File: src/rtl/bscan_pkg.sv
package bscan_pkg;
    typedef enum logic [1:0] {
        OP_HOLD    = 2'd0,
        OP_CAPTURE = 2'd1,
        OP_SHIFT   = 2'd2
    } cell_op_e;
endpackage

File: src/rtl/bscan_opdec.sv
module bscan_opdec
    import bscan_pkg::*;
(
    input  logic     capture_en,
    input  logic     shift_en,
    output cell_op_e op
);
    always_comb begin
        unique case ({capture_en, shift_en})
            2'b11:   op = OP_SHIFT;
            2'b10:   op = OP_CAPTURE;
            default: op = OP_HOLD;
        endcase
    end
endmodule

File: src/rtl/bscan_cell.sv
module bscan_cell
    import bscan_pkg::*;
(
    input  logic     clk,
    input  logic     rst_n,
    input  cell_op_e op,
    input  logic     upd_en,
    input  logic     mode,
    input  logic     si,
    input  logic     di,
    output logic     so,
    output logic     po
);
    logic cap_q;
    logic upd_q;

    // state registers: capture/shift stage and update stage
    always_ff @(posedge clk or negedge rst_n) begin
        if (!rst_n) begin
            cap_q <= 1'b0;
            upd_q <= 1'b0;
        end else begin
            unique case (op)
                OP_SHIFT:   cap_q <= si;
                OP_CAPTURE: cap_q <= di;
                default:    cap_q <= cap_q;
            endcase
            if (upd_en) upd_q <= cap_q;
        end
    end

    // outputs
    always_comb begin
        so = cap_q;
        po = mode ? upd_q : di;
    end

    assert_shift_takes_si_R3: assert property (@(posedge clk) disable iff (!rst_n)
        (op == OP_SHIFT) |=> (so == $past(si)));

    assert_capture_takes_di_R4: assert property (@(posedge clk) disable iff (!rst_n)
        (op == OP_CAPTURE) |=> (so == $past(di)));

    assert_hold_keeps_cap_R5: assert property (@(posedge clk) disable iff (!rst_n)
        (op == OP_HOLD) |=> $stable(so));

    assert_update_copies_R6: assert property (@(posedge clk) disable iff (!rst_n)
        upd_en |=> (upd_q == $past(so)));

    assert_update_holds_R6: assert property (@(posedge clk) disable iff (!rst_n)
        !upd_en |=> $stable(upd_q));
endmodule

File: src/rtl/bscan_chain.sv
module bscan_chain
    import bscan_pkg::*;
#(
    parameter int N = 8
) (
    input  logic         clk,
    input  logic         rst_n,
    input  logic         scan_in,
    input  logic         shift_en,
    input  logic         capture_en,
    input  logic         update_en,
    input  logic         test_mode,
    input  logic [N-1:0] par_in,
    output logic [N-1:0] par_out,
    output logic         scan_out
);
    localparam int LINKS = N + 1;

    cell_op_e         op;
    logic [LINKS-1:0] link;

    bscan_opdec u_opdec (
        .capture_en (capture_en),
        .shift_en   (shift_en),
        .op         (op)
    );

    assign link[0] = scan_in;

    for (genvar i = 0; i < N; i++) begin : g_cell
        bscan_cell u_cell (
            .clk    (clk),
            .rst_n  (rst_n),
            .op     (op),
            .upd_en (update_en),
            .mode   (test_mode),
            .si     (link[i]),
            .di     (par_in[i]),
            .so     (link[i+1]),
            .po     (par_out[i])
        );
    end

    assign scan_out = link[N];

    assert_outputs_stable_R7: assert property (@(posedge clk) disable iff (!rst_n)
        (test_mode && !update_en) |=> (!test_mode || $stable(par_out)));

    assert_tail_follows_R3: assert property (@(posedge clk) disable iff (!rst_n)
        (capture_en && shift_en) |=> (scan_out == $past(link[N-1])));
endmodule

File: config.mk
export PLATFORM = sky130hd
export DESIGN_NAME = bscan_chain
export DESIGN_NICKNAME = d
export VERILOG_FILES = /design/src/rtl/bscan_pkg.sv /design/src/rtl/bscan_opdec.sv /design/src/rtl/bscan_cell.sv /design/src/rtl/bscan_chain.sv
export SDC_FILE = /design/constraint.sdc
export NUM_CORES = 1
export LEC_CHECK = 0
export ABC_AREA = 0
export BUFFER_PORTS_ARGS = -buffer_cell sky130_fd_sc_hd__buf_2
export CAP_MARGIN = 40
export CELL_PAD_IN_SITES_DETAIL_PLACEMENT = 0
export CELL_PAD_IN_SITES_GLOBAL_PLACEMENT = 2
export CORE_MARGIN = 2
export CORE_UTILIZATION = 33
export DETAILED_ROUTE_END_ITERATION = 6
export PLACE_DENSITY_LB_ADDON = 0.15
export SETUP_SLACK_MARGIN = 0.15
export SLEW_MARGIN = 5
export SYNTH_ARGS = -nofsm -noshare
export SYNTH_HDL_FRONTEND = slang
export SYNTH_SLANG_ARGS = --single-unit
File: constraint.sdc
create_clock -name clk -period 1.8 [get_ports clk]
set_input_delay 0.54 -clock clk [delete_from_list [all_inputs] [get_ports clk]]
set_output_delay 0.54 -clock clk [all_outputs]
set_load 0.01 [all_outputs]
# Yosys cells after proc, flatten, opt, wreduce, memory -nomap -nowiden

Index checks and enable logic that the tools add are counted.

Add/subtract/negate cells: 0
Div/mod/pow operators: 0
Bitwise operators: 0
Mux-type cells: 17
Shift-type cells: 0
Reductions and logical operators: 1
$lt $le $gt $ge: 0
$mul: 0
Equality and inequality tests: 4

Operators by type and width:

| cell                                                                   | number |
|---|---|
| 1-bit one-hot mux with 2 select lines                                  | 8 |
| 1-bit two-way mux                                                      | 8 |
| 2-bit equality test (second input constant)                            | 3 |
| 2-bit one-hot mux with 2 select lines                                  | 1 |
| 2-bit by 1-bit equality test with 1-bit output (second input constant) | 1 |
| 2-bit nonzero test                                                     | 1 |

Bits in registers: 16
Input bits: 15
Memories: 0
Bits in read-only memories: 0
Latch bits: 0
RAM bits: 0

# Logic depth before layout (Yosys ltp)

Word-level depth: 4
Depth in mapped cells: 4
Depth with buffers taken out: 2

# Cells and area by module

Synthesis repeated with hierarchy kept, for this count alone.

Cells, all modules: 74
Area total of the unflattened synthesis: 907.1 sq um

By module, submodules not included:

| module      | area each (sq um) | seq. area each (sq um) | times used | cells an instance |
|---|---|---|---|---|
| bscan_cell  | 111.4             | 50.0                   | 8          | 9 |
| bscan_opdec | 16.3              | 0.0                    | 1          | 2 |

# Least setup slack after synthesis

No wires, ideal clock.

Path kind: in2out
Start point: input port test_mode
End point: output port par_out[0]
Required time: 1.260 ns
Path buffers: 2
Setup slack: 0.163 ns
Stages on the path: 3
Arrival time: 1.097 ns
Cells stage by stage: buf_6 -> mux2_4 -> buf_4

Word-level cells in the longest chain between the ends: 1

RTL lines:

| element            | RTL line          | text |
|---|---|---|
| start: declaration | bscan_chain.sv:12 | `input logic test_mode,` |
| 1-bit two-way mux  | bscan_cell.sv:35  | `po = mode ? upd_q : di;` |
| end: declaration   | bscan_chain.sv:14 | `output logic [N-1:0] par_out,` |

No other way between the ends.

# Final worst setup path

Start point: input port test_mode
End point: output port par_out[7]

The elaborated chain is that of the path after synthesis.

==> results.toml <==
[clock_network]
cts_htree_levels = 1
cts.sinks = 16
cts_setup_buffers = 0
ctsHoldBuffers = 0
cts.reportedPaths.clkPinSlew_ns = 0.10
clkLatencyLatePin_ns = 0.29
cts_tree = "yes"
cts_root_buf = "clkbuf_4"
cts_inserted_buffers = 3
clockBufferDepth = 2

[place]
dpl_worst_slack_ns = 0.0384
port_buffers = 23
gp_congestion = 0.592

[yosys]
synth_common_cells = "dfrtp_1 (16), mux2_4 (16), buf_4 (10)"
ys.warnings.count = 0
ys_seq_area_frac = 0.445
synth.largest_area_cell = "dfrtp_1"
synth_seq_cells = 16
ys_types = 7
synthTopCellsByArea = "dfrtp_1 (45%), mux2_4 (27%), mux2i_1 (8.9%), buf_4 (8.3%), a21oi_1 (4.5%)"
ys.flop_type = "dfrtp_1"
synth-edff-count = 0
syn_area_per_cell_um2 = 13.0
synth_top_area_frac = 0.445
synthArstFlopShare = 1.00
synth_cells = 69
syn-num-nets = 84
syn-cell-area_um2 = 900

[floorplanning]
core_area_um2 = 2520
boundaryPins = 24
start_util = 0.357
die_y_um = 56.2
num_rows = 18
die-width_um = 56.2
die_area_um2 = 3160

[critical_path]
crit_chain = "buf_6 > buf_12 > mux2_4 > buf_6"
crit_path_frequent_cell = "buf_6"
max_stage_delay_ns = 0.30
cp-end-kind = "output pin"
setup.worst_path.end = "par_out[7]"
cp-start-kind = "input port"
crit_required_ns = 1.26
rr_startpoint = "g_cell[0].u_cell.so$_DFFE_PN0P_"
cp.arrival_ns = 1.19
crit_start = "test_mode"
cp_slowest_cell = "mux2_4"
worstRegToRegCells = 1
path_class = "in -> out"
rrSetupSlack_ns = 1.02
rr_endpoint = "g_cell[0].u_cell.upd_q$_DFFE_PN0P_"
cp_max_fo = 8

[pwr]
ir_drop_mv = 0.530
switching_share = 0.258
power_switching_w = 0.000242
internal-power_w = 0.000697
power_density_nw_per_um2 = 889
combPwrFrac = 0.263
power_frac_clock = 0.258
seq_power_share = 0.478
p_leak_nw = 0.518

[detailed_routing]
routedWlPerCell_um = 13.8
vias_per_cell = 4.61
drt_iter0_drc = 10
drt_first_pass_iters = 3
drc = 0
routed_wirelength_um = 1580
dr_total_vias = 525
postRouteAntennaNets = 0

[grt]
grt_start_max_net_pins = 17
overflow = 0
grt_pass1_wl_um = 2600
grt_pass1_vias = 535
grt_use_total = 0.112
antenna_found_initial = 0

[min_path]
hold_path_class = "in -> async"

[status]
status = "finished clean"

[sta]
worst_pin_slew_ns = 0.375
finalSetupViolCount = 0
fin_crit_sh = 0.962
fin_setup_tns_ns = 0
finalHoldViolCount = 0
setup_slack_ns = 0.0691
clock.fmax_ghz = 0.578
max_slew_margin = 0.750
rsz0062_at_grt = "yes"
layout_min_cycle_time_ns = 1.73
fin_skew_ns = 0.00508
maxSlewViolCount = 0

[final_layout]
drive_above_1_share = 0.524
nets = 100
antennaDiodeCount = 0
area_growth_pct = 17.4

[flow_run]
cap_violations = 0
[cell families after synthesis]
family | Yosys count | synth area share
AO/OA/AOI/OAI | 8 | 0.0445
multiplexers | 24 | 0.356
buffers and inverters | 13 | 0.121
flip-flops | 16 | 0.445
AND/OR/NAND/NOR | 8 | 0.0334
[sequential cells by signal (all words and copies together), names as in the netlist]
name                 cells
g_cell.u_cell.so         8
g_cell.u_cell.upd_q      8
[power by group through the flow]
stage | clock (W) | combinational (W) | sequential (W)
global placement | 0 | 0.000214 | 0.000455
global route | 0.000273 | 0.000268 | 0.000456
detailed placement | 0 | 0.000216 | 0.000456
CTS | 0.000254 | 0.000252 | 0.000450
floorplan | 0 | 0.000191 | 0.000446
finish | 0.000243 | 0.000247 | 0.000449
[how the worst min path moves through the flow]
stage,endpoint,startpoint,slack [ns]
final,g_cell[4].u_cell.upd_q$_DFFE_PN0P_,rst_n,0.15
after global routing,g_cell[4].u_cell.upd_q$_DFFE_PN0P_,rst_n,0.15
after CTS,g_cell[4].u_cell.upd_q$_DFFE_PN0P_,rst_n,0.15
after detailed placement,g_cell[4].u_cell.upd_q$_DFFE_PN0P_,rst_n,0.48
after global placement,g_cell[4].u_cell.upd_q$_DFFE_PN0P_,rst_n,0.49
after floorplan,g_cell[0].u_cell.so$_DFFE_PN0P_,rst_n,0.24
[worst max-delay path: cells and delay by family]
| kind | cells | cell delay, ns |
|---|---|---|
| buf+inv | 3 | 0.34 |
| mux | 1 | 0.30 |
[per-stage QoR]
step	hold WS (ns)	total power, W	cells	utilization	area [um^2]
2_1_floorplan	0.244	0.000637	69	-	900
3_3_place_gp	0.485	0.000669	110	0.382	963
3_5_place_dp	0.484	0.000672	110	0.382	963
4_1_cts	0.150	0.000956	114	0.419	1060
5_1_grt	0.150	0.000997	114	0.419	1060
6_report	0.146	0.000938	114	0.419	1060
[layout make-up]
class	instances	area, um^2
fillers	242	1470
flip-flops and latches	16	400
multi-input cells	40	390
repair buffers	24	191
clock buffers	4	36.3
well taps	30	37.5
[metal layers]
layer  up-vias  share of wire  routed length, um  track usage
met5         -              0                  0            0
met4         0         0.0095                 15       0.0408
met3         2          0.069                109       0.0535
met2        18           0.47                741        0.175
met1       248           0.45                709        0.133
li1        257              -                  -            -
[cell usage in the layout, fill, tap and decap left out]
cell type,count
mux2_4,16
dfrtp_1,16
buf_2,14
buf_6,9
mux2i_1,8
nor2_1,8
a21oi_1,8
clkbuf_4,3
clkbuf_8,1
buf_12,1
[repair_timing]
| item | 4_1_cts | 5_1_grt |
|---|---|---|
| gates resized for setup | 9 | 0 |
| endpoints found under the hold margin | 0 | 0 |
| setup endpoints to repair | 8 | 8 |
No activity file was read; power rests on OpenSTA's default activity.
